<file path="src/rtl/sop4_pkg.sv">
package sop4_pkg;

    localparam int NTAP       = 4;
    localparam int DW         = 10;
    localparam int CW         = 11;
    localparam int AW         = 26;
    localparam int OW         = 16;
    localparam int FRAC_SHIFT = 9;

    localparam int PW = DW + CW;
    localparam int SW = PW + $clog2(NTAP);

    typedef logic signed [DW-1:0] data_t;
    typedef logic signed [CW-1:0] coef_t;
    typedef logic signed [PW-1:0] prod_t;
    typedef logic signed [SW-1:0] sum_t;
    typedef logic signed [AW-1:0] acc_t;
    typedef logic signed [OW-1:0] word_t;

    typedef enum logic { FMT_FRAC = 1'b0, FMT_INT = 1'b1 } fmt_e;

    typedef enum logic [1:0] {
        LD_BOTH = 2'd0,
        LD_DATA = 2'd1,
        LD_COEF = 2'd2
    } load_e;

    typedef struct packed {
        acc_t acc;
        fmt_e fmt;
    } acc_stage_t;

    function automatic load_e decode_load(input logic hold, input logic keep_data);
        if (!hold)          return LD_BOTH;
        else if (keep_data) return LD_COEF;
        else                return LD_DATA;
    endfunction

    function automatic acc_t round_bias(input fmt_e f);
        if (f == FMT_FRAC) return acc_t'(1 << (FRAC_SHIFT - 1));
        else               return '0;
    endfunction

    function automatic word_t pick_window(input acc_stage_t s);
        if (s.fmt == FMT_INT) return s.acc[OW-1:0];
        else                  return s.acc[FRAC_SHIFT +: OW];
    endfunction

endpackage

</file>
<file path="src/rtl/sop4_tap_bank.sv">
module sop4_tap_bank
    import sop4_pkg::*;
(
    input  logic                 clk,
    input  logic                 rst,
    input  logic [NTAP-1:0]      tap_hold,
    input  logic                 hold_data_sel,
    input  logic [NTAP*DW-1:0]   data_in,
    input  logic [NTAP*CW-1:0]   coef_in,
    output logic [NTAP*DW-1:0]   data_q,
    output logic [NTAP*CW-1:0]   coef_q
);

    for (genvar t = 0; t < NTAP; t++) begin : g_tap
        load_e mode;
        assign mode = decode_load(tap_hold[t], hold_data_sel);

        always_ff @(posedge clk) begin
            if (rst) begin
                data_q[t*DW +: DW] <= '0;
                coef_q[t*CW +: CW] <= '0;
            end else begin
                case (mode)
                    LD_BOTH: begin
                        data_q[t*DW +: DW] <= data_in[t*DW +: DW];
                        coef_q[t*CW +: CW] <= coef_in[t*CW +: CW];
                    end
                    LD_DATA: data_q[t*DW +: DW] <= data_in[t*DW +: DW];
                    LD_COEF: coef_q[t*CW +: CW] <= coef_in[t*CW +: CW];
                    default: ;
                endcase
            end
        end
    end

endmodule

</file>
<file path="src/rtl/sop4_mac.sv">
module sop4_mac
    import sop4_pkg::*;
(
    input  logic                 clk,
    input  logic                 rst,
    input  logic [NTAP*DW-1:0]   data_q,
    input  logic [NTAP*CW-1:0]   coef_q,
    input  logic                 accum_cont,
    input  logic                 int_mode,
    output acc_stage_t           stage_q
);

    prod_t prod [NTAP];
    sum_t  sop_sum;
    acc_t  sum_ext;
    acc_t  acc_nxt;
    fmt_e  fmt_now;

    for (genvar t = 0; t < NTAP; t++) begin : g_mul
        data_t dv;
        coef_t cv;
        assign dv = data_q[t*DW +: DW];
        assign cv = coef_q[t*CW +: CW];
        assign prod[t] = PW'(dv) * PW'(cv);
    end

    always_comb begin
        sop_sum = '0;
        for (int t = 0; t < NTAP; t++) begin
            sop_sum = sop_sum + SW'(prod[t]);
        end
    end

    assign sum_ext = AW'(sop_sum);
    assign fmt_now = fmt_e'(int_mode);

    always_comb begin
        if (accum_cont) acc_nxt = stage_q.acc + sum_ext;
        else            acc_nxt = sum_ext + round_bias(fmt_now);
    end

    always_ff @(posedge clk) begin
        if (rst) begin
            stage_q <= '0;
        end else begin
            stage_q.acc <= acc_nxt;
            stage_q.fmt <= fmt_now;
        end
    end

endmodule

</file>
<file path="src/rtl/sop4_out_stage.sv">
module sop4_out_stage
    import sop4_pkg::*;
(
    input  logic            clk,
    input  logic            rst,
    input  logic            out_freeze,
    input  logic            out_off,
    input  acc_stage_t      stage_q,
    output logic [OW-1:0]   result,
    output logic            result_valid
);

    word_t out_q;

    always_ff @(posedge clk) begin
        if (rst)             out_q <= '0;
        else if (!out_freeze) out_q <= pick_window(stage_q);
    end

    assign result       = out_off ? '0 : out_q;
    assign result_valid = !out_off;

endmodule

</file>
<file path="src/rtl/sop4_filter.sv">
module sop4_filter
    import sop4_pkg::*;
(
    input  logic                 clk,
    input  logic                 rst,
    input  logic [NTAP-1:0]      tap_hold,
    input  logic                 hold_data_sel,
    input  logic [NTAP*DW-1:0]   data_in,
    input  logic [NTAP*CW-1:0]   coef_in,
    input  logic                 accum_cont,
    input  logic                 int_mode,
    input  logic                 out_freeze,
    input  logic                 out_off,
    output logic [OW-1:0]        result,
    output logic                 result_valid
);

    logic [NTAP*DW-1:0] data_q;
    logic [NTAP*CW-1:0] coef_q;
    acc_stage_t         stage_q;

    sop4_tap_bank u_taps (
        .clk          (clk),
        .rst          (rst),
        .tap_hold     (tap_hold),
        .hold_data_sel(hold_data_sel),
        .data_in      (data_in),
        .coef_in      (coef_in),
        .data_q       (data_q),
        .coef_q       (coef_q)
    );

    sop4_mac u_mac (
        .clk       (clk),
        .rst       (rst),
        .data_q    (data_q),
        .coef_q    (coef_q),
        .accum_cont(accum_cont),
        .int_mode  (int_mode),
        .stage_q   (stage_q)
    );

    sop4_out_stage u_out (
        .clk         (clk),
        .rst         (rst),
        .out_freeze  (out_freeze),
        .out_off     (out_off),
        .stage_q     (stage_q),
        .result      (result),
        .result_valid(result_valid)
    );

endmodule

</file>
<file path="config.mk">
export PLATFORM = sky130hd
export DESIGN_NAME = sop4_filter
export DESIGN_NICKNAME = d
export VERILOG_FILES = /design/src/rtl/sop4_pkg.sv /design/src/rtl/sop4_tap_bank.sv /design/src/rtl/sop4_mac.sv /design/src/rtl/sop4_out_stage.sv /design/src/rtl/sop4_filter.sv
export SDC_FILE = /design/constraint.sdc
export NUM_CORES = 2
export LEC_CHECK = 0
export BUFFER_PORTS_ARGS = -buffer_cell sky130_fd_sc_hd__buf_2
export CORE_MARGIN = 4
export CORE_UTILIZATION = 55
export DETAILED_ROUTE_END_ITERATION = 8
export HOLD_SLACK_MARGIN = 0.1
export PLACE_DENSITY = 0.77
export SLEW_MARGIN = 20
export SYNTH_ARGS = -nofsm -noshare
export SYNTH_HDL_FRONTEND = slang
export SYNTH_SLANG_ARGS = --single-unit
</file>
<file path="constraint.sdc">
create_clock -name clk -period 12.49 [get_ports clk]
set_clock_uncertainty 0.2 [all_clocks]
set_input_delay 3.1225 -clock clk [delete_from_list [all_inputs] [get_ports clk]]
set_output_delay 3.1225 -clock clk [all_outputs]
set_load 0.005 [all_outputs]
</file>
==> impl_metrics.env <==
export IMPL_postSynth_asyncResetShare_pct=0
export IMPL_track_usage_pct=25.6
export IMPL_fin_crit_sh_pct=80.0
export IMPL_via_per_inst=5.24
export IMPL_start_kind="register"
export IMPL_grt_ovfl_total=0
export IMPL_avgSynthCellArea_um2=9.07
export IMPL_setup_viol=0
export IMPL_postCtsHoldBufs=0
export IMPL_path_max_fanout=12
export IMPL_status="finished clean"
export IMPL_drtAntennaViolNets=0
export IMPL_vias=17000
export IMPL_grt_max_degree=101
export IMPL_syn_cell_area_mm2=0.0239
export IMPL_slowest_delay_ns=0.60
export IMPL_routed_wl_um=56500
export IMPL_gp_congestion=0.946
export IMPL_synthFlopType="dfxtp_1"
export IMPL_final_hold_violation_count=0
export IMPL_initial_core_util_pct=55.5
export IMPL_cap_violations=0
export IMPL_drc=0
export IMPL_core_region_area_mm2=0.0430
export IMPL_worst_ep_arrival_time_ns=10.20
export IMPL_io_pins=112
export IMPL_max_freq_ghz=0.100
export IMPL_ys_ff_latch=126
export IMPL_min_period_ns=9.99
export IMPL_post_cts_buffers=0
export IMPL_cp_required_ns=12.70
export IMPL_wl_per_cell_um=17.4
export IMPL_clk_path_buf_depth=2
export IMPL_nNetsFinal=3438
export IMPL_grt_pass1_vias=18500
export IMPL_ctsResizeCount=0
export IMPL_synth_edf_count=0
export IMPL_antenna_found_initial=0
export IMPL_clkLatencyLatePin_ns=0.49
export IMPL_cts_sinks=126
export IMPL_finalSetupTns_ns=0
export IMPL_worst_setup_path_end_kind="register"
export IMPL_port_buffers=111
export IMPL_critPathKind="register to register"
export IMPL_synth_seq_area_share_pct=10.6
export IMPL_clk_pin_slew_ns=0.07
export IMPL_synthCells=2631
export IMPL_cts_inserted_buffers=17
export IMPL_area_delta_synth_final_pct=6.03
export IMPL_slew_viol_final=0
export IMPL_cts_tree="done"
export IMPL_cp_slowest_cell="a2111oi_1"
export IMPL_rsz0062_at_grt="false"
export IMPL_reg2reg_setup_slack_ns=2.50
export IMPL_diodes=0
export IMPL_drtIter0Drc=1195
export IMPL_cpMostUsedCell="fa_1"
export IMPL_min_path_type="register to register"
export IMPL_die_h_um=216
export IMPL_tightest_slew_ns=0.947
export IMPL_synth_cell_types=58
export IMPL_dp_hpwl_um=48900
export IMPL_grt_pass1_wl_um=94900
export IMPL_synth_warnings=0
export IMPL_clock_root_buffer="clkbuf_16"
export IMPL_ctsHtreeMaxLevel=4
export IMPL_slew_headroom_pct=36.8
export IMPL_fp_dieArea_mm2=0.0468
export IMPL_firstDrtPassIters=6
export IMPL_drive_gt1_share_pct=5.84
export IMPL_die_x_um=216
export IMPL_row_count=76
export IMPL_synth_fp_nets=3428
registers in the layout, indices dropped and copies added, names as in the netlist:
signal / cells
u_taps.coef_q: 44
u_mac.stage_q: 26
u_taps.data_q: 40
u_out.out_q: 16
cells in the final DEF, fill, tap and decap left out, drive strengths merged, types with 28 or more instances in the layout:
| cell type | synthesis | routed |
|---|---|---|
| a21oi | 135 | 135 |
| and2 | 250 | 250 |
| buf | 3 | 113 |
| dfxtp | 126 | 126 |
| fa | 536 | 536 |
| ha | 166 | 166 |
| inv | 586 | 589 |
| nand2 | 370 | 370 |
| nand2b | 28 | 28 |
| nor2 | 74 | 74 |
| nor2b | 42 | 42 |
| xnor2 | 35 | 35 |
cell usage after synthesis (5+ instances only):
cell | number | area, um2
xnor2_1 | 34 | 298
xor2_1 | 15 | 131
nor3_1 | 8 | 40.0
dfxtp_1 | 126 | 2520
fa_1 | 536 | 10700
and3_1 | 6 | 37.5
mux2i_1 | 18 | 180
nand3_1 | 8 | 40.0
nor2_1 | 74 | 278
and2_1 | 250 | 1560
a211oi_1 | 9 | 67.6
nor2b_1 | 42 | 263
nand4_1 | 6 | 37.5
a21oi_1 | 135 | 676
nand2_1 | 370 | 1390
clkbuf_1 | 118 | 443
ha_1 | 166 | 2080
a21o_1 | 18 | 135
a31oi_1 | 5 | 31.3
inv_1 | 586 | 2200
nand2b_1 | 28 | 175
o21ai_0 | 23 | 115
critical path: cells and delay by family, from the launching register on:
family          cells  cell delay [ns]
fa+ha+maj          11             4.90
simple gates        7             1.69
flops               1             0.56
xor+xnor            1             0.14
buf+inv             4             0.35
compound gates      7             2.08
routing by layer:
layer / wire, um / part of all wire, % / global-route usage (%)
met1: 23600 / 42 / 33.5
met2: 27500 / 49 / 42.3
met3: 3380 / 6.0 / 5.12
met4: 2020 / 3.6 / 9.84
met5: 0 / 0 / 0
final timing paths:
check / start / to / depth (start not counted)
max reg2reg: u_taps.data_q[20]$_SDFFE_PP0P_ / u_mac.stage_q[25]$_SDFF_PP0_ / 30
max: u_taps.data_q[20]$_SDFFE_PP0P_ / u_mac.stage_q[25]$_SDFF_PP0_ / 30
min: u_out.out_q[12]$_SDFFE_PP0N_ / u_out.out_q[12]$_SDFFE_PP0N_ / 2
min reg2reg: u_out.out_q[12]$_SDFFE_PP0N_ / u_out.out_q[12]$_SDFFE_PP0N_ / 2
cells by family after synthesis:
kind of cell	share of synthesized area (%)
and+or+nand+nor	16.5
buffers and inverters	11.2
adders and majority gates	53.7
AOI/OAI and AO/OA	5.25
DFF	10.6
xor gates and xnor gates	1.96
muxes	0.849
layout make-up:
type,instances,area (um2)
flip-flops and latches,126,2520
fillers,3636,17700
clock inverters,15,164
clock buffers,17,425
well taps,585,732
inverters,586,2200
repair buffers,113,593
multi-input cells,1797,18700
metrics by stage:
step           utilization (%)  instance area [um2]  std cells  hold WS [ns]  worst slack [ns]
2_1_floorplan                -                23900       2631         0.236              3.63
3_3_place_gp              57.4                24700       3206         0.261              2.99
3_5_place_dp              57.4                24700       3206         0.268              2.57
4_1_cts                   58.8                25300       3238         0.284              2.55
5_1_grt                   58.9                25300       3239         0.310              2.05
6_report                  58.9                25300       3239         0.280              2.50
Power is not shown: default switching activity piles up to over one toggle a cycle in this logic, so the estimate is an artifact.
